File: src/rtl/addr_hash_pkg.sv
package addr_hash_pkg;
  localparam int ADDR_BITS  = 48;
  localparam int HASH_BITS  = 6;
  localparam int CRC_W      = 32;
  localparam logic [CRC_W-1:0] CRC_POLY = 32'hEDB8_8320;
  localparam logic [CRC_W-1:0] CRC_INIT = 32'hFFFF_FFFF;
  localparam logic [15:0] PHYS_TAG = 16'h8808;

  typedef struct packed {
    logic load;
    logic shift;
    logic finish;
  } hashStrobe_t;
endpackage

File: src/rtl/hash_ctrl.sv
module hash_ctrl
  import addr_hash_pkg::*;
#(
  parameter int NBITS = ADDR_BITS
) (
  input  logic        clk,
  input  logic        rstN,
  input  logic        start,
  output hashStrobe_t strobes,
  output logic        busy,
  output logic        done
);
  localparam int CNT_W = $clog2(NBITS);
  localparam logic [CNT_W-1:0] LAST = CNT_W'(NBITS - 1);

  logic [CNT_W-1:0] bitCnt;

  always_comb begin
    strobes.load   = !busy && start;
    strobes.shift  = busy;
    strobes.finish = busy && (bitCnt == LAST);
  end

  always_ff @(posedge clk) begin
    if (!rstN) begin
      busy   <= 1'b0;
      done   <= 1'b0;
      bitCnt <= '0;
    end else begin
      done <= 1'b0;
      if (!busy) begin
        if (start) begin
          busy   <= 1'b1;
          bitCnt <= '0;
        end
      end else begin
        bitCnt <= bitCnt + CNT_W'(1);
        if (bitCnt == LAST) begin
          busy <= 1'b0;
          done <= 1'b1;
        end
      end
    end
  end


  done_pulse_chk: assert property (@(posedge clk) disable iff (!rstN)
    done |=> !done);

  done_after_busy_chk: assert property (@(posedge clk) disable iff (!rstN)
    $rose(done) |-> $past(busy) && !busy);

  start_ignored_chk: assert property (@(posedge clk) disable iff (!rstN)
    (busy && start && bitCnt != LAST) |=> busy && bitCnt == $past(bitCnt) + CNT_W'(1));
endmodule

File: src/rtl/hash_datapath.sv
module hash_datapath
  import addr_hash_pkg::*;
#(
  parameter int NBITS = ADDR_BITS,
  parameter int HBITS = HASH_BITS
) (
  input  logic               clk,
  input  logic               rstN,
  input  hashStrobe_t        strobes,
  input  logic               progMode,
  input  logic [NBITS-1:0]   addrIn,
  input  logic [NBITS-1:0]   stationAddr,
  input  logic [(1<<(HBITS-1))-1:0] tableHi,
  input  logic [(1<<(HBITS-1))-1:0] tableLo,
  output logic [HBITS-1:0]   hashIdx,
  output logic               exactHit,
  output logic               hashHit,
  output logic               accept,
  output logic [(1<<(HBITS-1))-1:0] progHi,
  output logic [(1<<(HBITS-1))-1:0] progLo,
  output logic [31:0]        physWord0,
  output logic [31:0]        physWord1
);
  localparam int HALF_W  = 1 << (HBITS - 1);
  localparam int NBYTES  = NBITS / 8;

  logic [NBITS-1:0] serialBits;
  logic [NBITS-1:0] serialSh;
  logic [NBITS-1:0] addrQ;
  logic             modeQ;
  logic [CRC_W-1:0] crcQ;
  logic [CRC_W-1:0] crcNext;
  logic [HBITS-1:0] idxNext;
  logic             tableBit;
  logic [HALF_W-1:0] oneHot;

  // byte 0 sits in the top octet; bits inside a byte go out LSB first
  for (genvar b = 0; b < NBYTES; b++) begin : g_byte
    for (genvar k = 0; k < 8; k++) begin : g_bit
      assign serialBits[8*b + k] = addrIn[NBITS - 8*(b+1) + k];
    end
  end

  always_comb begin
    crcNext = crcQ >> 1;
    if (serialSh[0] ^ crcQ[0]) crcNext = crcNext ^ CRC_POLY;
    idxNext  = crcNext[CRC_W-1 -: HBITS];
    oneHot   = HALF_W'(1) << idxNext[HBITS-2:0];
    tableBit = idxNext[HBITS-1] ? tableHi[idxNext[HBITS-2:0]]
                                : tableLo[idxNext[HBITS-2:0]];
  end

  always_ff @(posedge clk) begin
    if (!rstN) begin
      serialSh  <= '0;
      addrQ     <= '0;
      modeQ     <= 1'b0;
      crcQ      <= CRC_INIT;
      hashIdx   <= '0;
      exactHit  <= 1'b0;
      hashHit   <= 1'b0;
      accept    <= 1'b0;
      progHi    <= '0;
      progLo    <= '0;
      physWord0 <= '0;
      physWord1 <= '0;
    end else begin
      if (strobes.load) begin
        serialSh <= serialBits;
        addrQ    <= addrIn;
        modeQ    <= progMode;
        crcQ     <= CRC_INIT;
      end else if (strobes.shift) begin
        serialSh <= serialSh >> 1;
        crcQ     <= crcNext;
      end
      if (strobes.finish) begin
        hashIdx <= idxNext;
        if (modeQ) begin
          progHi    <= idxNext[HBITS-1] ? oneHot : '0;
          progLo    <= idxNext[HBITS-1] ? '0 : oneHot;
          physWord0 <= addrQ[NBITS-1 -: 32];
          physWord1 <= {addrQ[15:0], PHYS_TAG};
          exactHit  <= 1'b0;
          hashHit   <= 1'b0;
          accept    <= 1'b0;
        end else begin
          exactHit <= (addrQ == stationAddr);
          hashHit  <= tableBit;
          accept   <= (addrQ == stationAddr) || tableBit;
        end
      end
    end
  end


  prog_onehot_chk: assert property (@(posedge clk) disable iff (!rstN)
    (strobes.finish && modeQ) |=> $countones({progHi, progLo}) == 1);

  filter_keeps_prog_chk: assert property (@(posedge clk) disable iff (!rstN)
    (strobes.finish && !modeQ) |=> $stable(progHi) && $stable(progLo) && $stable(physWord0));

  prog_clears_accept_chk: assert property (@(posedge clk) disable iff (!rstN)
    (strobes.finish && modeQ) |=> !accept && !exactHit && !hashHit);
endmodule

File: src/rtl/addr_hash_filter.sv
module addr_hash_filter
  import addr_hash_pkg::*;
#(
  parameter int NBITS = ADDR_BITS,
  parameter int HBITS = HASH_BITS
) (
  input  logic                      clk,
  input  logic                      rstN,
  input  logic                      start,
  input  logic                      progMode,
  input  logic [NBITS-1:0]          addrIn,
  input  logic [NBITS-1:0]          stationAddr,
  input  logic [(1<<(HBITS-1))-1:0] tableHi,
  input  logic [(1<<(HBITS-1))-1:0] tableLo,
  output logic                      busy,
  output logic                      done,
  output logic [HBITS-1:0]          hashIdx,
  output logic                      exactHit,
  output logic                      hashHit,
  output logic                      accept,
  output logic [(1<<(HBITS-1))-1:0] progHi,
  output logic [(1<<(HBITS-1))-1:0] progLo,
  output logic [31:0]               physWord0,
  output logic [31:0]               physWord1
);
  hashStrobe_t strobes;

  hash_ctrl #(.NBITS(NBITS)) u_ctrl (
    .clk(clk), .rstN(rstN), .start(start),
    .strobes(strobes), .busy(busy), .done(done)
  );

  hash_datapath #(.NBITS(NBITS), .HBITS(HBITS)) u_dp (
    .clk(clk), .rstN(rstN), .strobes(strobes), .progMode(progMode),
    .addrIn(addrIn), .stationAddr(stationAddr),
    .tableHi(tableHi), .tableLo(tableLo),
    .hashIdx(hashIdx), .exactHit(exactHit), .hashHit(hashHit),
    .accept(accept), .progHi(progHi), .progLo(progLo),
    .physWord0(physWord0), .physWord1(physWord1)
  );
endmodule

File: config.mk
export PLATFORM = sky130hd
export DESIGN_NAME = addr_hash_filter
export DESIGN_NICKNAME = d
export VERILOG_FILES = /design/src/rtl/addr_hash_pkg.sv /design/src/rtl/hash_ctrl.sv /design/src/rtl/hash_datapath.sv /design/src/rtl/addr_hash_filter.sv
export SDC_FILE = /design/constraint.sdc
export NUM_CORES = 1
export LEC_CHECK = 0
export BUFFER_PORTS_ARGS = -buffer_cell sky130_fd_sc_hd__buf_2
export CORE_MARGIN = 2
export CORE_UTILIZATION = 54
export CTS_CLUSTER_SIZE = 8
export DETAILED_ROUTE_END_ITERATION = 10
export GPL_TIMING_DRIVEN = 0
export PLACE_DENSITY = 0.78
export SYNTH_ARGS = -nofsm -noshare
export SYNTH_HDL_FRONTEND = slang
export SYNTH_HIERARCHICAL = 1
export SYNTH_SLANG_ARGS = --single-unit
export TNS_END_PERCENT = 50
File: constraint.sdc
create_clock -name clk -period 2.7 [get_ports clk]
set_input_delay 0 -clock clk [delete_from_list [all_inputs] [get_ports clk]]
set_output_delay 0 -clock clk [all_outputs]
set_load 0.05 [all_outputs]
==> metrics.txt <==
status finished clean; Starting Density 0.5520; CP Data Arrival Time between 2 and 3 ns; Synth Cell Area 0.01208 sq mm; Area after DPL approximately 0.014 sq mm; Critical Setup Path Class reg2reg; die width 153.6 um; Hold Path Stages 5; Ys Warns 6; Root Buffer clkbuf_16; largest net degree at the start of global routing 20; post-route DRC violation count 0; Tcrit/Tclk final 0.9550; maximum VDD drop 0.4421 mV; leakage 6.572 nW; CP Max Fanout 11; Post-synth EDFFs 0; slowest stage cell, crit path clkbuf_2; Worst Hold Class in2reg; final hold slack ~0.042 ns; sequential area share after synthesis 0.4291; DR vias/cell about 5.6; Final min period 2.578 ns; routed via count 11393; R2R depth 7; most common cell after layout, fill and taps aside buf_2; Synth Flop Type dfxtp_1; peak per-stage delay on the critical path 0.45 ns; Internal 0.006991 W; PD cells 594.3 mW/mm^2; Slew @ Worst Pin approximately 0.9 ns; async set-reset flop share out of synthesis 0; Final Hold Fails 0; # rows between 50 and 60; CP Capture Type register; Post-Route WL between 30000 and 40000 um; synthesized flop and latch total 259; WL per Instance 18.54 um; Critical Path RT 3.09 ns; deepest clock path buffer count 3; # fillers 1687; CTS Sinks 259; unrepaired setup endpoints after global routing no; full die area ~0.024 sq mm; Iter 0 DRT Violations roughly 710; DP Cell Count between 1500 and 2000; Final Net Count ~1900; Clock H-tree levels 2; Port Buffers 289; switching part of the total 0.2413; design area 0.01550 sq mm; Worst-path clk slew roughly 0.05 ns; Slew Limit Fails 0; final std cells w/o fill 2047; Switching Power 0.002223 W; vias in the first global route between 10000 and 15000; CTS tree done; Ports between 300 and 400; MaxCap Viol Count 0; Clk pwr share 0.448; commonest cells after routing, fill and taps aside buf_2, nand2_1, dfxtp_1, o21ai_0, and2_1; layout cell share with drive strength beyond 1 0.2330; Num CTS Buffers 38; Setup TNS 0 ns; Unique masters post-synth between 60 and 70; RePlAce Congestion 0.9125; first-pass GRT wire length 59000 um; hpwl dp 27840 um; Comb power frac 0.115; highest clock rate 387.8 MHz; post-route ant nets 0; Syn Inst Count 1371; Slew headroom 0.3960; latest clock arrival within the worst-skew pair 0.50 ns; remaining global-route overflow 0; Placeable Area 0.02189 sq mm; synthesis-to-layout area growth 28.29%; All-Layer GR Usage 0.3116; die height 153.6 um; sequential share of power 0.437; final setup fails 0; syn avg cell area 8.814 sq um; Overall Power between 0.009 and 0.01 W; Pre-Repair DR Iteration Count 5; crit start category register; Clock Skew 0.01646 ns; antenna violations before repair 7; Cell Chain, Critical Path buf_4 > nand2b_1 > inv_1 > clkbuf_2 > buf_1 > nand2_1 > a21boi_0
## state kept, by name, indices dropped and copies added, names as in the netlist
| register | count |
|---|---|
| u_dp/physWord1 | 17 |
| u_ctrl/done | 1 |
| u_dp/progHi | 32 |
| u_ctrl/busy | 1 |
| u_dp/hashIdx | 6 |
| u_ctrl/bitCnt | 6 |
| u_dp/modeQ | 1 |
| u_dp/addrQ | 48 |
| u_dp/physWord0 | 32 |
| u_dp/crcQ | 32 |
| u_dp/exactHit | 1 |
| u_dp/hashHit | 1 |
| u_dp/accept | 1 |
| u_dp/serialSh | 48 |
| u_dp/progLo | 32 |
## per-layer routing
metal  wire, um  track usage  up-vias  share of wire
met5         55            0        -         0.0014
met4       1236       0.1118        8          0.033
met3       3217      0.06426      102          0.085
met2      18240       0.5344      586           0.48
met1      15200       0.3893     5314           0.40
li1           -            -     5383              -
## cells by family after synthesis
family	count (synthesis)	synth area share
AO/OA/AOI/OAI	280	0.1520
other	1	0.0003103
AND/OR/NAND/NOR	537	0.2157
XOR/XNOR	54	0.04038
buffers and inverters	133	0.05425
adder cells (fa/ha/maj)	1	0.001035
flip-flops	259	0.4291
multiplexers	106	0.1073
## layout make-up
type | count | area (sq um) | share of cell area
Inverter | 18 | 67.56 | 0.004358
Timing Repair Buffer | 342 | 1972 | 0.1272
Clock buffer | 39 | 954.7 | 0.06158
Tap cell | 280 | 350.3 | 0.02260
Antenna cell | 3 | 7.507 | 0.0004843
Buffer | 113 | 590.6 | 0.03810
Multi-Input combinational cell | 991 | 6329 | 0.4082
Sequential cell | 259 | 5185 | 0.3345
Clock inverter | 2 | 46.29 | 0.002986
## Yosys cell counts, drive strengths merged (3+ instances only)
| cell type | number | area (sq um) |
|---|---|---|
| mux2i | 86 | 860.8 |
| and2 | 103 | 644.4 |
| a211oi | 6 | 45.04 |
| nand3 | 10 | 50.05 |
| o22ai | 3 | 18.77 |
| a2111oi | 3 | 51.30 |
| o21ai | 118 | 594.3 |
| a22oi | 17 | 127.6 |
| nor3 | 11 | 55.05 |
| mux4 | 18 | 412.9 |
| buf | 42 | 296.5 |
| nand2 | 275 | 1032 |
| clkbuf | 73 | 291.5 |
| o211ai | 3 | 22.52 |
| nor3b | 3 | 27.52 |
| nand2b | 52 | 325.3 |
| nor2 | 27 | 103.9 |
| a21boi | 97 | 728.2 |
| nand4 | 14 | 93.84 |
| o2111ai | 3 | 26.28 |
| dfxtp | 259 | 5185 |
| xor2 | 18 | 157.7 |
| a21oi | 10 | 50.05 |
| inv | 17 | 63.81 |
| xnor2 | 35 | 306.5 |
| nor2b | 29 | 181.4 |
| a221oi | 4 | 35.03 |
| nor4 | 8 | 56.30 |
## final timing paths
| check | start | endpoint | slack [ns] |
|---|---|---|---|
| max reg2reg | u_ctrl/busy$_SDFF_PN0_ | u_dp/addrQ[5]$_SDFFE_PN0P_ | 0.12 |
| min | stationAddr[47] | u_dp/exactHit$_SDFFE_PN0P_ | 0.04 |
| min reg2reg | u_dp/physWord1[16]$_SDFFE_PN0P_ | u_dp/physWord1[16]$_SDFFE_PN0P_ | 0.46 |
| max | u_ctrl/busy$_SDFF_PN0_ | u_dp/addrQ[5]$_SDFFE_PN0P_ | 0.12 |
## power by group through the flow
stage | Clock [W] | Combinational (W) | Sequential [W]
floorplan | 0 | 0.000650 | 0.00407
global placement | 0 | 0.000960 | 0.00410
detailed placement | 0 | 0.000979 | 0.00410
CTS | 0.00416 | 0.00104 | 0.00403
global route | 0.00435 | 0.00115 | 0.00403
finish | 0.00412 | 0.00106 | 0.00403
## critical path, delay by kind of cell, from the launching register on
| family | cells | cell delay [ns] |
|---|---|---|
| simple gates | 2 | 0.36 |
| compound gates | 1 | 0.32 |
| buf+inv | 4 | 1.42 |
| flops | 1 | 0.36 |
## metrics by stage
step                      worst slack (ns)  utilization
after floorplan                     0.3402            -
after global placement             -0.5691       0.6361
after detailed placement           -0.6570       0.6361
after CTS                          0.01536       0.7062
after global routing              0.007786       0.7079
final                               0.1216       0.7082
## what timing repair did
item	in CTS	in global routing
gates cloned	0	0
buffers inserted	2	0
hold buffers	51	0
hold endpoints to repair	105	0
resized for setup	4	18
setup endpoints to repair	207	137
pin swaps	1	0
(Power assumes the default switching activity.)
